File: src/rtl/ist_pkg.sv
// Package: shared types for the master-side holding stage.
// Assumes: one bit marks a burst beat as first (0) or following (1).
package ist_pkg;
    typedef enum logic {
        BEAT_FIRST = 1'b0,
        BEAT_NEXT  = 1'b1
    } beat_e;

    localparam int DEF_AW = 32;
    localparam int DEF_CW = 4;
endpackage

File: src/rtl/ist_capture_ctl.sv
// Module: ist_capture_ctl
// Decides when the holding register captures and when the held phase is
// released. Assumes the slave side samples its inputs only when s_accept is 1.
module ist_capture_ctl (
    input  logic clk,
    input  logic rst_n,
    input  logic m_valid,
    input  logic s_accept,
    output logic load,
    output logic held
);
    logic held_q;

    // Capture only when idle, offered and refused
    always_comb begin
        load = !held_q && m_valid && !s_accept;
    end

    // Pending flag: set on capture, cleared on acceptance
    always_ff @(posedge clk) begin
        if (!rst_n)
            held_q <= 1'b0;
        else if (load)
            held_q <= 1'b1;
        else if (held_q && s_accept)
            held_q <= 1'b0;
    end

    assign held = held_q;


    load_follows_refusal_chk: assert property (@(posedge clk) disable iff (!rst_n)
        load |=> held);

    release_on_accept_chk: assert property (@(posedge clk) disable iff (!rst_n)
        (held && s_accept) |=> !held);

    hold_persists_chk: assert property (@(posedge clk) disable iff (!rst_n)
        (held && !s_accept) |=> held);
endmodule

File: src/rtl/ist_hold_regs.sv
// Module: ist_hold_regs
// Storage for one captured address/control phase. Assumes load is only
// raised when the previous content is no longer needed.
module ist_hold_regs #(
    parameter int W          = 37,
    parameter bit CLEAR_DATA = 1'b1
) (
    input  logic         clk,
    input  logic         rst_n,
    input  logic         load,
    input  logic [W-1:0] d,
    output logic [W-1:0] q
);
    logic [W-1:0] q_r;

    generate
        if (CLEAR_DATA) begin : g_clr
            // Capture the phase; zero it under reset
            always_ff @(posedge clk) begin
                if (!rst_n)
                    q_r <= '0;
                else if (load)
                    q_r <= d;
            end
        end else begin : g_noclr
            // Capture the phase; data needs no reset
            always_ff @(posedge clk) begin
                if (load)
                    q_r <= d;
            end
        end
    endgenerate

    assign q = q_r;


    hold_data_stable_chk: assert property (@(posedge clk) disable iff (!rst_n)
        !load |=> $stable(q));
endmodule

File: src/rtl/ist_slave_mux.sv
// Module: ist_slave_mux
// Picks the live master phase or the held copy for the slave side and
// rewrites the burst flag of a replayed beat to first-beat.
module ist_slave_mux
    import ist_pkg::*;
#(
    parameter int AW = 32,
    parameter int CW = 4
) (
    input  logic          held,
    input  logic          m_valid,
    input  logic [AW-1:0] m_addr,
    input  logic [CW-1:0] m_ctrl,
    input  logic          m_seq,
    input  logic [AW-1:0] h_addr,
    input  logic [CW-1:0] h_ctrl,
    input  beat_e         h_kind,
    output logic          s_valid,
    output logic [AW-1:0] s_addr,
    output logic [CW-1:0] s_ctrl,
    output logic          s_seq
);
    beat_e replay_kind;

    // A replayed following beat restarts the burst as a first beat
    always_comb begin
        replay_kind = (h_kind == BEAT_NEXT) ? BEAT_FIRST : h_kind;
    end

    // Slave-side selection between held copy and live master phase
    always_comb begin
        if (held) begin
            s_valid = 1'b1;
            s_addr  = h_addr;
            s_ctrl  = h_ctrl;
            s_seq   = replay_kind;
        end else begin
            s_valid = m_valid;
            s_addr  = m_addr;
            s_ctrl  = m_ctrl;
            s_seq   = m_seq;
        end
    end
endmodule

File: src/rtl/input_stage_buffer.sv
// Module: input_stage_buffer (top)
// Master-side stage of a crossbar port: passes phases through when the slave
// path accepts, otherwise holds one phase and stalls the master until it is
// accepted. Assumes the master keeps its phase while m_ready is 0.
module input_stage_buffer
    import ist_pkg::*;
#(
    parameter int AW = DEF_AW,
    parameter int CW = DEF_CW
) (
    input  logic          clk,
    input  logic          rst_n,
    input  logic          m_valid,
    input  logic [AW-1:0] m_addr,
    input  logic [CW-1:0] m_ctrl,
    input  logic          m_seq,
    output logic          m_ready,
    output logic          s_valid,
    output logic [AW-1:0] s_addr,
    output logic [CW-1:0] s_ctrl,
    output logic          s_seq,
    input  logic          s_accept,
    output logic          load_stb,
    output logic          drive_stb
);
    localparam int HW = AW + CW + 1;

    logic          held;
    logic          load;
    logic [HW-1:0] hold_d;
    logic [HW-1:0] hold_q;
    logic [AW-1:0] h_addr;
    logic [CW-1:0] h_ctrl;
    beat_e         h_kind;

    ist_capture_ctl u_ctl (
        .clk      (clk),
        .rst_n    (rst_n),
        .m_valid  (m_valid),
        .s_accept (s_accept),
        .load     (load),
        .held     (held)
    );

    // Pack the master phase for storage
    always_comb begin
        hold_d = {m_addr, m_ctrl, m_seq};
    end

    ist_hold_regs #(.W(HW), .CLEAR_DATA(1'b1)) u_regs (
        .clk   (clk),
        .rst_n (rst_n),
        .load  (load),
        .d     (hold_d),
        .q     (hold_q)
    );

    // Unpack the held phase
    always_comb begin
        h_addr = hold_q[HW-1 -: AW];
        h_ctrl = hold_q[CW:1];
        h_kind = beat_e'(hold_q[0]);
    end

    ist_slave_mux #(.AW(AW), .CW(CW)) u_mux (
        .held    (held),
        .m_valid (m_valid),
        .m_addr  (m_addr),
        .m_ctrl  (m_ctrl),
        .m_seq   (m_seq),
        .h_addr  (h_addr),
        .h_ctrl  (h_ctrl),
        .h_kind  (h_kind),
        .s_valid (s_valid),
        .s_addr  (s_addr),
        .s_ctrl  (s_ctrl),
        .s_seq   (s_seq)
    );

    assign m_ready   = !held;
    assign load_stb  = load;
    assign drive_stb = held;


    load_then_drive_chk: assert property (@(posedge clk) disable iff (!rst_n)
        load_stb |=> (drive_stb && s_valid));

    captured_addr_chk: assert property (@(posedge clk) disable iff (!rst_n)
        load_stb |=> (s_addr == $past(m_addr) && s_ctrl == $past(m_ctrl)));

    no_load_deselected_chk: assert property (@(posedge clk) disable iff (!rst_n)
        !m_valid |-> !load_stb);

    replay_first_beat_chk: assert property (@(posedge clk) disable iff (!rst_n)
        drive_stb |-> !s_seq);

    stall_holds_addr_chk: assert property (@(posedge clk) disable iff (!rst_n)
        (drive_stb && !s_accept) |=> (drive_stb && $stable(s_addr) && !m_ready));

    reset_clears_chk: assert property (@(posedge clk) disable iff (!rst_n)
        !$past(rst_n) |-> (!drive_stb && m_ready));
endmodule

File: config.mk
export PLATFORM = sky130hd
export DESIGN_NAME = input_stage_buffer
export DESIGN_NICKNAME = d
export VERILOG_FILES = /design/src/rtl/ist_pkg.sv /design/src/rtl/ist_capture_ctl.sv /design/src/rtl/ist_hold_regs.sv /design/src/rtl/ist_slave_mux.sv /design/src/rtl/input_stage_buffer.sv
export SDC_FILE = /design/constraint.sdc
export NUM_CORES = 1
export LEC_CHECK = 0
export ABC_AREA = 1
export CAP_MARGIN = 25
export CORE_MARGIN = 2
export CORE_UTILIZATION = 30
export DETAILED_ROUTE_END_ITERATION = 6
export PLACE_DENSITY = 0.63
export SETUP_SLACK_MARGIN = 0.02
export SLEW_MARGIN = 0
export SYNTH_ARGS = -nofsm -noshare
export SYNTH_HDL_FRONTEND = slang
export SYNTH_SLANG_ARGS = --single-unit
File: constraint.sdc
create_clock -name clk -period 2 [get_ports clk]
set_input_delay 0.6 -clock clk [delete_from_list [all_inputs] [get_ports clk]]
set_output_delay 0.6 -clock clk [all_outputs]
set_load 0.02 [all_outputs]
# After elaboration in Yosys (flattened, before gate mapping)
# Index checks and enable logic that the tools add are counted.
# Widths: inputs -> output; s select.
[classes]
n_mux = 6
reduce_logical = 6
[op_table]
columns = ["op", "count"]
rows = [
  ["$mux 32", 1],
  ["$mux 1", 4],
  ["$mux 4", 1],
  ["$logic_and 1x1->1", 3],
  ["$logic_not 1->1", 2],
  ["$reduce_bool 2->1", 1],
]
[word_totals]
reg_bits = 38
in_bits = 41
out_inout_bits = 41
elab_cells = 14

# Longest topological paths before layout
[depth]
ltp_word = 4
ltp_mapped = 6
mapped_depth_nobuf = 5

# Modules after synthesis
# From an unflattened synthesis, not the netlist that was laid out.
[unflattened]
hier_cells = 361
area_unflattened_um2 = 2052.0
[by_module_without_submodules]
columns = ["mod", "instances", "cells_each", "area_each_um2", "seq_area_each_um2"]
rows = [
  ["ist_hold_regs", 1, 234, 1526.5, 740.7],
  ["ist_slave_mux", 1, 119, 479.2, 0.0],
  ["ist_capture_ctl", 1, 7, 42.5, 20.0],
  ["input_stage_buffer", 1, 1, 3.8, 0.0],
]

# Worst setup path after synthesis
# Ideal clock, no wire load.
[synth_timing]
path_kind = "reg2out"
start = "register u_ctl.held_q, in the netlist u_ctl.held"
end = "output s_addr[29]"
arrival_time_ns = 1.294
required_ns = 1.400
path_slack_ns = 0.106
path_stages_with_launch = 4
n_path_buf = 1
path_cell_list = "dfxtp_1 -> inv_2 -> buf_2 -> o21ai_0"
[synth_via]
elab_chain_cells = 1
[synth_rtl]
columns = ["item", "line_no", "text"]
rows = [
  ["from (decl)", "ist_capture_ctl.sv:12", "logic held_q;"],
  ["from (signal assigned)", "ist_capture_ctl.sv:22", "held_q <= 1'b0;"],
  ["from (signal assigned)", "ist_capture_ctl.sv:24", "held_q <= 1'b1;"],
  ["from (signal assigned)", "ist_capture_ctl.sv:26", "held_q <= 1'b0;"],
  ["$mux 32", "ist_slave_mux.sv:32", "if (held) begin"],
  ["to (decl)", "input_stage_buffer.sv:19", "output logic [AW-1:0] s_addr,"],
]
# No other way between the ends.

# Worst setup path after layout
[layout_timing]
start = "input m_addr[17]"
end = "output s_addr[17]"
[layout_via]
elab_chain_cells = 1
[layout_rtl]
columns = ["item", "line_no", "text"]
rows = [
  ["from (decl)", "input_stage_buffer.sv:14", "input logic [AW-1:0] m_addr,"],
  ["$mux 32", "ist_slave_mux.sv:32", ""],
]
# No other way between the ends.

==> run_results.csv <==
group,metric,value,unit
status,run_status,"finished, final reports clean",
finish,area.sequential,742,um2
global_routing,antenna_violations_before_repair,0,
routing,detail_route.vias_per_cell,4.18,
floorplanning,row_count,31,
clock_tree,cts_sinks,37,
finish,num-nets-final,580,
routing,postRouteAntennaNets,0,
logic_synthesis,yosys_warnings,0,
finish,fillers,757,
timing,report.final.hold_viol_count,0,
finish,final_util,0.523,
placement,number_of_i_o_port_buffers,81,
routing,dr_total_vias,2669,
worst_setup_path,worst_r2r_path_depth,6,
logic_synthesis,postSynthCellCount,387,
global_routing,groute.usage.overall,0.157,
timing,max_slew_margin,0.725,
worst_setup_path,crit-reg2reg-launch,"u_ctl.held$_SDFFE_PN0P_",
hold_path,worstHoldStart,"u_regs.q[8]$_SDFFE_PN0P_",
floorplanning,floorplan.die.height,89.2,um
logic_synthesis,synth_cell_types,13,
hold_path,holdCritPathClass,"reg -> reg",
global_routing,global_route_congestion_overflow_total,0,
placement,dp_hpwl,3850,um
pwr,vdd_ir_drop_max,0.268,mV
timing,final-setup-viol-count,0,
timing,slew_violations,0,
placement,gp_congestion,0.704,
timing,max_slew.worst_pin.slew,0.413,ns
pwr,power.density,529,nW/um2
worst_setup_path,cell_chain_critical_path,"clkdlybuf4s50_1, inv_2, o21ai_1, buf_4",
logic_synthesis,syn_nets,428,
floorplanning,num_io_pins,82,
global_routing,grt_start_max_net_pins,41,
worst_setup_path,r2r_setup_slack,0.69,ns
floorplanning,fp.dieArea,7950,um2
worst_setup_path,worst-endpoint-arrival,1.38,ns
clock_tree,clk_pin_slew,0.06,ns
logic_synthesis,synth_area_leader_cell,"dfxtp_1",
pwr,power.static_leakage,2.20,nW
finish,drive_gt1_frac,0.288,
finish,insertedDiodeCount,0,
worst_setup_path,worst_path_dominant_cell_family,"buffers and inverters",
worst_setup_path,critical-path-slowest-cell,"clkdlybuf4s50_1",
timing,post-route-min-period,1.98,ns
finish,area.growth.synth_to_final,71.4,%
clock_tree,clock_tree_from_tritoncts,"built",
clock_tree,cts_buffers,5,
hold_path,hold-path-cell-count,4,
clock_tree,cts_root_buf,"clkbuf_8",
global_routing,grt_pass1_wl,9980,um
clock_tree,cts.path.max_buffers,2,
worst_setup_path,worstPathBufferInverterCount,3,
floorplanning,starting_density_of_the_core,0.305,
routing,detail_route.iter0.violations,76,
routing,detail_route.drc_violations,0,
finish,final_cell_mix,"buf_4, nand2_1, inv_1",
routing,totalWireLength,6310,um
worst_setup_path,cp_slowest_stage_delay,0.47,ns
floorplanning,floorplan.core_area,7140,um2
worst_setup_path,critPathMaxFanout,2,
finish,mostFrequentLayoutCell,"buf_4",
timing,hold-worst-slack,0.513,ns
floorplanning,die_w,89.2,um
clock_tree,later_pin_clock_latency_in_the_skew_report,0.28,ns
timing,grt_setup_unrepaired,"true",
logic_synthesis,yosys_register_bits,37,
timing,finalClockSkew,0.00303,ns
hold_path,hold_path_end,"u_regs.q[8]$_SDFFE_PN0P_",
routing,wl_per_cell,9.89,um
clock_tree,ctsHtreeMaxLevel,2,
finish,multi_input_comb_area,946,um2
worst_setup_path,worstPathRequired,1.40,ns
routing,dr.pass1.iters,4,
logic_synthesis,area_of_the_mapped_netlist,2180,um2
timing,final.period_utilization,0.988,
logic_synthesis,synth_area_leaders,"dfxtp_1, nand2_1, inv_1",
timing,fmax,506,MHz
logic_synthesis,synth_seq_area_share,0.340,
worst_setup_path,setup.worst_path.end_class,"primary output",
flow_run,timing.max_cap.violations,0,
global_routing,first_global_vias,2337,
logic_synthesis,postSynthAreaPerCell,5.63,um2
worst_setup_path,worst_r2r_endpoint,"u_regs.q[15]$_SDFFE_PN0P_",
logic_synthesis,yosysTopAreaCellShare,0.340,
worst_setup_path,timing.setup.critical_path_class,"in -> out",
worst_setup_path,startpoint_type,"input port",
## state kept, by name, indices dropped and copies added (netlist names)
name,count
u_ctl.held,1
u_regs.q,36
## timing repair
action / in CTS / in global routing
hold buffers: 0 / 0
pin swaps: 10 / 12
endpoints found under the setup margin: 41 / 23
buffers inserted: 43 / 1
gates resized for setup: 270 / 46
## power breakdown
group	total [mW]	leakage, nW	switching [mW]	internal (mW)
Sequential	0.813	0.305	0.0249	0.788
Clock	0.512	0.0443	0.239	0.273
Combinational	0.651	1.85	0.324	0.326
## kinds of logic (layout without fill, tap and decap cells)
kind of cell,count (synthesis),count (layout),synth area share
buffers and inverters,128,280,0.234
AOI/OAI and AO/OA,36,36,0.0828
DFF,37,37,0.340
and+or+nand+nor,186,186,0.343
## per-stage QoR
step	worst slack, ns	cell area [um2]	std cells	TNS, ns	power (mW)
after detailed placement	-0.539	3370	587	-18.15	1.43
final	0.0246	3730	638	0	1.98
after floorplan	0.106	2180	387	0	1.13
after CTS	0.0216	3630	637	0	1.98
after global routing	-0.0359	3730	638	-0.176	2.10
after global placement	-0.537	3370	587	-18.12	1.42
## cell usage after synthesis
cell type  instances
nand2_1          109
inv_1            103
nor2_1            43
dfxtp_1           37
o21ai_0           36
nand3_1           32
buf_2             11
clkbuf_1           5
buf_4              4
inv_2              3
buf_1              2
nand3_2            1
nor2_2             1
## tightest hold or removal path, cell delays in order (launching register included)
cell     delay, ns
dfxtp_1       0.31
inv_1         0.04
nand2_1       0.04
inv_1         0.04
nor2_1        0.03
## routing by layer
layer | track usage | wire [um] | vias to the layer above
li1 | - | - | 1416
met1 | 0.185 | 2760 | 1185
met2 | 0.286 | 3140 | 56
met3 | 0.0286 | 298 | 12
met4 | 0.0488 | 99 | 0
met5 | 0 | 0 | -
## final cells by class
| cell class | count | share of cell area |
|---|---|---|
| clock buffers | 7 | 0.0231 |
| repair buffers | 167 | 0.384 |
| flip-flops and latches | 37 | 0.199 |
| multi-input cells | 222 | 0.253 |
| well taps | 99 | 0.0332 |
| inverters | 106 | 0.107 |
## how the worst max path moves through the flow
stage	depth (start not counted)	endpoint	from
global route	4	s_addr[1]	m_addr[1]
CTS	4	s_addr[17]	m_addr[17]
global placement	5	load_stb	s_accept
finish	4	s_addr[17]	m_addr[17]
detailed placement	5	load_stb	s_accept
floorplan	3	s_addr[29]	u_ctl.held$_SDFFE_PN0P_
Power figures use the tool's default switching activity.
